`config.mk`:
```
export PLATFORM = sky130hd
export DESIGN_NAME = dmap_top
export DESIGN_NICKNAME = d
export VERILOG_FILES = /design/src/rtl/dmap_pkg.sv /design/src/rtl/dmap_ctrl.sv /design/src/rtl/dmap_path.sv /design/src/rtl/dmap_top.sv
export SDC_FILE = /design/constraint.sdc
export NUM_CORES = 1
export LEC_CHECK = 0
export CAP_MARGIN = 40
export CORE_MARGIN = 4
export CORE_UTILIZATION = 32
export DETAILED_ROUTE_END_ITERATION = 10
export HOLD_SLACK_MARGIN = 0.03
export PLACE_DENSITY = 0.88
export SYNTH_ARGS = -nofsm -noshare
export SYNTH_HDL_FRONTEND = slang
export SYNTH_SLANG_ARGS = --single-unit
```
`constraint.sdc`:
```
create_clock -name clk -period 3 [get_ports clk]
set_input_delay 0.6 -clock clk [delete_from_list [all_inputs] [get_ports clk]]
set_output_delay 0.6 -clock clk [all_outputs]
set_load 0.02 [all_outputs]
```
`src/rtl/dmap_pkg.sv`:
```
package dmap_pkg;

  // Strobes from the control FSM to the map datapath
  typedef struct packed {
    logic loadPending;  // capture a new map value into the pending register
    logic commit;       // move the pending value into the active map
  } mapStrobes_t;

endpackage

```
`src/rtl/dmap_ctrl.sv`:
```
module dmap_ctrl
  import dmap_pkg::*;
#(
  parameter int          DELAY_CYCLES = 3,
  parameter logic [7:0]  CTRL_PORT    = 8'hF3
) (
  input  logic        clk,
  input  logic        rstN,
  input  logic [7:0]  ioPort,
  input  logic        ioWr,
  input  logic        cycleStart,
  input  logic        dmaAck,
  output mapStrobes_t strobes
);

  localparam int CNT_W = $clog2(DELAY_CYCLES + 1);
  localparam logic [CNT_W-1:0] LAST_CNT = CNT_W'(DELAY_CYCLES);

  logic             pendingValid;
  logic [CNT_W-1:0] tickCnt;
  logic             ctrlWrite;
  logic             tick;

  assign ctrlWrite = ioWr && !dmaAck && (ioPort == CTRL_PORT);
  // a CPU-owned cycle boundary while a change waits
  assign tick      = cycleStart && !dmaAck && pendingValid && !ctrlWrite;

  assign strobes.loadPending = ctrlWrite;
  assign strobes.commit      = tick && (tickCnt == LAST_CNT);

  always_ff @(posedge clk or negedge rstN) begin
    if (!rstN) begin
      pendingValid <= 1'b0;
      tickCnt      <= '0;
    end else if (ctrlWrite) begin
      pendingValid <= 1'b1;
      tickCnt      <= '0;
    end else if (strobes.commit) begin
      pendingValid <= 1'b0;
      tickCnt      <= '0;
    end else if (tick) begin
      tickCnt      <= tickCnt + 1'b1;
    end
  end

  // a DMA-owned cycle boundary leaves the count and the pending flag alone
  p_dma_no_count_r6: assert property (@(posedge clk) disable iff (!rstN)
    (dmaAck && pendingValid) |=> (pendingValid && tickCnt == $past(tickCnt)));

  // a control write always restarts the count
  p_write_restart_r7: assert property (@(posedge clk) disable iff (!rstN)
    ctrlWrite |=> (pendingValid && tickCnt == '0));

endmodule

```
`src/rtl/dmap_path.sv`:
```
module dmap_path
  import dmap_pkg::*;
#(
  parameter int          ADDR_W      = 16,
  parameter logic [7:0]  STAT_PORT   = 8'h0F,
  parameter logic [15:0] ROM_LO_BASE = 16'h0000,
  parameter logic [15:0] ROM_HI_BASE = 16'hD800,
  parameter int          ROM_BYTES   = 2048,
  parameter logic [15:0] RAM_BASE    = 16'hD000,
  parameter int          RAM_BYTES   = 256,
  parameter logic [15:0] TMR_BASE    = 16'hD100,
  parameter int          TMR_BYTES   = 4
) (
  input  logic              clk,
  input  logic              rstN,
  input  logic [ADDR_W-1:0] addr,
  input  logic              memRd,
  input  logic              memWr,
  input  logic              ioRd,
  input  logic              dmaAck,
  input  logic [1:0]        mapBitsIn,   // data bits 7:6
  input  mapStrobes_t       strobes,
  output logic              romSel,
  output logic              ramSel,
  output logic              timerSel,
  output logic              sysMemEn,
  output logic [7:0]        statusOut
);

  localparam int AW1 = ADDR_W + 1;

  function automatic logic inWin(input logic [ADDR_W-1:0] a,
                                 input logic [15:0] base,
                                 input int unsigned bytes);
    logic [AW1-1:0] lo;
    logic [AW1-1:0] hi;
    logic [AW1-1:0] av;
    lo = AW1'(base);
    hi = lo + AW1'(bytes);
    av = {1'b0, a};
    return (av >= lo) && (av < hi);
  endfunction

  // bit 1 = map bit 7 (upper window off), bit 0 = map bit 6 (low ROM off)
  logic [1:0] pendingMap;
  logic [1:0] activeMap;
  logic       memAny;
  logic       cpuMem;

  always_ff @(posedge clk or negedge rstN) begin
    if (!rstN) begin
      pendingMap <= 2'b00;
      activeMap  <= 2'b00;
    end else begin
      if (strobes.loadPending) pendingMap <= mapBitsIn;
      if (strobes.commit)      activeMap  <= pendingMap;
    end
  end

  assign memAny = memRd || memWr;
  assign cpuMem = memAny && !dmaAck;

  always_comb begin
    romSel   = cpuMem && ((!activeMap[0] && inWin(addr, ROM_LO_BASE, ROM_BYTES)) ||
                          (!activeMap[1] && inWin(addr, ROM_HI_BASE, ROM_BYTES)));
    ramSel   = cpuMem && !activeMap[1] && inWin(addr, RAM_BASE, RAM_BYTES);
    timerSel = cpuMem && !activeMap[1] && inWin(addr, TMR_BASE, TMR_BYTES);
    sysMemEn = memAny && !(romSel || ramSel || timerSel);
    statusOut = 8'h00;
    if (ioRd && !dmaAck && addr[7:0] == STAT_PORT)
      statusOut = {activeMap[1], activeMap[0], 6'b0};
  end

  // the active map moves only on a commit strobe from the control side
  p_map_hold_r5: assert property (@(posedge clk) disable iff (!rstN)
    !strobes.commit |=> $stable(activeMap));

  // onboard select and system memory never enabled together
  p_no_contention_r9: assert property (@(posedge clk) disable iff (!rstN)
    (romSel || ramSel || timerSel) |-> !sysMemEn);

  // no onboard select during DMA ownership
  p_dma_suppress_r10: assert property (@(posedge clk) disable iff (!rstN)
    dmaAck |-> !(romSel || ramSel || timerSel));

  // at most one onboard device selected
  p_one_select_r10: assert property (@(posedge clk) disable iff (!rstN)
    $onehot0({romSel, ramSel, timerSel}));

  // unused status bits read as zero
  p_status_low_zero_r8: assert property (@(posedge clk) disable iff (!rstN)
    statusOut[5:0] == 6'b0);

endmodule

```
`src/rtl/dmap_top.sv`:
```
module dmap_top
  import dmap_pkg::*;
#(
  parameter int          DELAY_CYCLES = 3,
  parameter logic [7:0]  CTRL_PORT    = 8'hF3,
  parameter logic [7:0]  STAT_PORT    = 8'h0F
) (
  input  logic        clk,
  input  logic        rstN,
  input  logic [15:0] addr,
  input  logic        memRd,
  input  logic        memWr,
  input  logic        ioRd,
  input  logic        ioWr,
  input  logic        cycleStart,
  input  logic        dmaAck,
  input  logic [7:0]  dataIn,
  output logic        romSel,
  output logic        ramSel,
  output logic        timerSel,
  output logic        sysMemEn,
  output logic [7:0]  statusOut
);

  mapStrobes_t strobes;
  logic        unusedData;

  assign unusedData = ^dataIn[5:0];

  dmap_ctrl #(
    .DELAY_CYCLES(DELAY_CYCLES),
    .CTRL_PORT   (CTRL_PORT)
  ) u_ctrl (
    .clk       (clk),
    .rstN      (rstN),
    .ioPort    (addr[7:0]),
    .ioWr      (ioWr),
    .cycleStart(cycleStart),
    .dmaAck    (dmaAck),
    .strobes   (strobes)
  );

  dmap_path #(
    .ADDR_W   (16),
    .STAT_PORT(STAT_PORT)
  ) u_path (
    .clk      (clk),
    .rstN     (rstN),
    .addr     (addr),
    .memRd    (memRd),
    .memWr    (memWr),
    .ioRd     (ioRd),
    .dmaAck   (dmaAck),
    .mapBitsIn(dataIn[7:6]),
    .strobes  (strobes),
    .romSel   (romSel),
    .ramSel   (ramSel),
    .timerSel (timerSel),
    .sysMemEn (sysMemEn),
    .statusOut(statusOut)
  );

endmodule

```
# After elaboration in Yosys (flattened, before gate mapping)
# Cells that the tools add are included.
# op_classes
add_sub_neg	1
n_eq_ne	3
shift	0
multipliers	0
bitwise	0
reduce_logical	30
magnitude_cmp	7
mux	6
n_div	0
# ops
operator	count
$ge 16x16->1 const B	3
$lt 16x16->1 const B	3
$logic_and 1x1->1	19
$lt 16x12->1 const B	1
$eq 8x4->1 const B	1
$eq 8x8->1 const B	1
$mux 8	1
$mux 2	3
$logic_not 1->1	5
$logic_or 1x1->1	4
$reduce_bool 3->1	1
$add 2x1->2 const B	1
$eq 2x2->1 const B	1
$mux 1	2
$reduce_bool 2->1	1
# word_totals
word_cells	51
regBits	7
in_bits	32
mem_bits_rw	0
latchBits	0
n_memories	0
rom_bits	0
output_inout_bits	12

# Longest topological paths before layout
# logic_depth
word_depth	9
depth_mapped	4
ltp_nobuf	4

# By module
# A second synthesis with hierarchy kept.
# hier_totals
cells_unflattened	54
hier_area_um2	554.3
# modules_own_cells
mod	seq_area_each_um2	cells_each	n_inst	area_each_um2
dmap_path	100.1	37	1	349.1
dmap_ctrl	75.1	17	1	205.2

# Worst setup path after synthesis
# Ideal clock, no wire load.
# synth_path
kind	input to output
startpoint	input dmaAck
endpoint	output sysMemEn
t_arrival_ps	1849
stages	3
path_buffers	0
required_ps	2400
path_slack_ps	551
cell_sequence	or3_1 > a211oi_1 > a211oi_1
# synth_between
word_cells_on_any_way	10
cone_classes	reduce/logical: 10
# synth_rtl
item	line_no	rtl
from (decl)	dmap_top.sv:16	input logic dmaAck,
$logic_not 1->1	dmap_path.sv:61	assign cpuMem = memAny && !dmaAck;
$logic_and 1x1->1	dmap_path.sv:61	
$logic_and 1x1->1	dmap_path.sv:64	romSel = cpuMem && ((!activeMap[0] && inWin(addr, ROM_LO_BASE, ROM_BYTES)) ||
named net romSel	dmap_top.sv:18	output logic romSel,
$logic_or 1x1->1 (2 in a row)	dmap_path.sv:68	sysMemEn = memAny && !(romSel || ramSel || timerSel);
$logic_not 1->1	dmap_path.sv:68	
$logic_and 1x1->1	dmap_path.sv:68	
to (decl)	dmap_top.sv:21	output logic sysMemEn,
# The timed path passes the listed nets, and every way through them passes these cells.

# Worst setup path in the final report
# layout_path
startpoint	input addr[5]
endpoint	output statusOut[6]
# layout_between
elab_chain_len	3
# layout_lines
item	line_no	rtl
from (decl)	dmap_top.sv:10	input logic [15:0] addr,
$eq 8x4->1	dmap_path.sv:70	if (ioRd && !dmaAck && addr[7:0] == STAT_PORT)
$logic_and 1x1->1	dmap_path.sv:70	
$mux 8	dmap_path.sv:70	
to (decl)	dmap_top.sv:22	output logic [7:0] statusOut
# No other way between the ends.

==> summary.txt <==
Timing
  – Final slew viol count: 0
  – Time the worst path needs with I/O delays and setup: 2.899 ns
  – RSZ-0062 raised after global routing: false
  – Hold Vio Cnt, Final: 0
  – Setup TNS Final: 0 ns
  – Upper clock frequency limit: 345.0 MHz
  – Final setup violation count: 0
  – Worst setup skew after layout: 0.001171 ns
  – Share of the clock period used by the worst path after layout: 0.9662

Critical path
  – Termination of the worst setup path: statusOut[6]
  – Worst reg2reg path depth: 4
  – Worst path max stage delay: 0.58 ns
  – Worst endpoint required time: 2.40 ns
  – R2r startpoint: u_ctrl.tickCnt[0]
  – Largest fanout of any net on the critical path: 2
  – Setup crit start: addr[5]
  – Crit path capture type: output pin
  – Critical path start-end classification: input port to output pin
  – Worst reg2reg endpoint: u_path.activeMap[0]
  – Register-to-register setup slack: 1.69 ns
  – Arrival time of data at the critical path endpoint: 2.30 ns
  – Ordered cell list for the critical path: clkdlybuf4s50_1 -> or4_1 -> nor3_2 -> and2_1 -> dlygate4sd2_1
  – Critical-path top delay cell: or4_1
  – Critical path launch point type: input port

Drt
  – Via density per instance: 4.941
  – Number of vias in the routed layout: 499
  – Routed length per instance: 13.11 um
  – First-pass iteration count of the detailed router: 4
  – WL final: 1.324 mm
  – Number of nets still failing antenna checks after routing: 0
  – 1st-iter DRT viols: 7
  – Post-route DRC violation count: 0

Synth
  – Share of Yosys cell area claimed by the top area cell type: 0.3526
  – Cell types occupying the most area after synthesis: dfrtp_1, buf_4, mux2_4, mux2_2, nor3_1
  – Post-synth top area cell: dfrtp_1
  – Syn Inst Count: 50
  – Netlist cell types: 25
  – Post-synth design cell area: 496.7 um^2
  – Synthesis-stage register bit count: 7
  – Average size of a mapped cell: 9.935 um^2
  – Number of warnings printed during yosys synthesis: 0
  – Sequential-to-total area share from yosys stat: 0.3526

Floorplanning
  – Top Ports: 44
  – Initial Utilization: 0.3593
  – Horizontal die dimension: 47.40 um
  – Floorplan row count: 13
  – Area of the die: 2247 um^2
  – Core area: 1383 um^2
  – Vertical die dimension: 47.40 um

Power and ir drop
  – Share of power burned in combinational logic: 0.266
  – Clock network fraction of total power: 0.323
  – Power, Total: 0.2568 mW
  – Sequential fraction of design power: 0.411
  – Net switching power: 0.06429 mW
  – Cell-internal power: 0.1925 mW
  – P_leak: 0.4246 nW
  – Pwr Density: 301.4 nW/um^2
  – Fraction of power spent switching nets: 0.2503
  – Maximum ir drop on the vdd rail: 0.2039 mV

Clocking
  – Clock-pin transition on the worst setup and hold timing paths: 0.05 ns
  – Clock latency at the later pin of the worst-skew pair: 0.24 ns
  – Post-CTS setup buffers: 0
  – Cts bufs inserted: 3
  – Clock net sink count: 7
  – Deepest level of the CTS H-tree: 1
  – Maximum buffer depth of the clock tree: 2
  – Master cell of the clock root buffer: clkbuf_4
  – TritonCTS clock tree: built

Global route
  – Antenna violations before repair: 0
  – Number of global-route vias before repair: 452
  – Tot GR Track Use: 0.1208
  – Global-route wire length before repair: 1.794 mm
  – Pin count of the biggest net entering global routing: 8
  – Grt ovf: 0

Status
  – Status: complete, no violations

Job
  – Max_cap viols: 0

Layout
  – Core utilization of the finished layout: 0.6163
  – Area added between synthesis and finish: 71.54%
  – Most common cell after layout, fill and taps aside: clkdlybuf4s50_1
  – Fraction of layout instances using a drive strength above 1: 0.1628
  – Number of fill cells in the layout: 128
  – Area of combinational cells with multiple inputs: 305.3 um^2
  – Final antenna diode count: 0
  – Highest-count cells in the layout ignoring fill and taps: clkdlybuf4s50_1, dfrtp_1, conb_1, nor2_1
  – Seq. cell area: 175.2 um^2
  – Number of nets in the final layout: 120

Placement
  – Total of buffers placed on input and output ports: 31
  – Final RePlAce weighted congestion: 0.7332
  – Post-detailed-placement half-perimeter wirelength: 1.137 mm

Worst hold path
  – Path class of the lowest-slack min-delay path: register to register
## power groups by stage
stage / Clock, mW / Combinational, mW / Sequential, mW
finish: 0.0829 / 0.0683 / 0.106
CTS: 0.0879 / 0.0684 / 0.106
global placement: 0 / 0.0664 / 0.106
detailed placement: 0 / 0.0685 / 0.107
global route: 0.0926 / 0.0750 / 0.106
floorplan: 0 / 0.0304 / 0.106
## flip-flops by register name, summed over array words and instances, names as in the netlist
signal               count
u_path.activeMap         2
u_ctrl.tickCnt           2
u_path.pendingMap        2
u_ctrl.pendingValid      1
## routing by layer
layer  up-vias  wire length (um)  GRT usage
met5         -                 0          0
met1       227               416     0.1080
met4         0                 0    0.06630
met3         0               172    0.03831
li1        248                 -          -
met2        24               735     0.2326
## per-stage QoR
step	cell area (um^2)	instances	setup slack, ns	hold WS [ns]
3_3_place_gp	814.5	97	-0.2048	0.4847
6_report	852.1	101	0.1015	0.5040
5_1_grt	852.1	101	0.01524	0.5231
2_1_floorplan	515.5	55	0.5514	0.3044
4_1_cts	840.8	101	0.002687	0.5112
3_5_place_dp	814.5	97	-0.2786	0.4998
## cells by family after synthesis
group / count (synthesis) / synth area share
compound gates: 4 / 0.05540
fa+ha+maj: 1 / 0.02518
buf+inv: 6 / 0.09067
flops: 7 / 0.3526
mux: 5 / 0.1259
other cells: 1 / 0.007549
simple gates: 26 / 0.3426
## cell type report
cell class | count | share of cell area
clock buffer | 4 | 0.03084
multi-input combinational | 42 | 0.3583
tap | 15 | 0.02203
sequential | 7 | 0.2056
timing repair buffer | 33 | 0.3833
## worst min-delay path by stage
stage | endpoint | cells after the start | start | slack (ns)
5_1_grt | u_path.activeMap[1] | 1 | u_path.pendingMap[1] | 0.52
6_report | u_path.activeMap[1] | 1 | u_path.pendingMap[1] | 0.50
2_1_floorplan | u_ctrl.pendingValid | 0 | rstN | 0.30
3_5_place_dp | u_path.activeMap[1] | 1 | u_path.pendingMap[1] | 0.50
4_1_cts | u_path.activeMap[1] | 1 | u_path.pendingMap[1] | 0.51
3_3_place_gp | u_ctrl.pendingValid | 1 | u_ctrl.pendingValid | 0.48
## Yosys cell counts, drive strengths merged
cell and n:
ha 1, a21oi 1, nand2b 1, conb 1
or3 2, mux2i 1, nor2 5, and3 1
nand3 1, nand4 1, dfrtp 7, and2 2
nand4b 2, or4 1, nor3 5, nand3b 2
or3b 1, a211oi 2, a21o 1, nor4 2
buf 6, mux2 4
## critical path: cells and delay by family
kind,cells,cell delay [ns]
buffers and inverters,2,0.76
and+or+nand+nor,3,0.93
## what timing repair did
action	CTS	global route
setup endpoints to repair	4	6
pin swaps	0	1
resized for setup	5	4
hold buffers	0	0
Note: power is estimated with default switching activity, not from simulation.
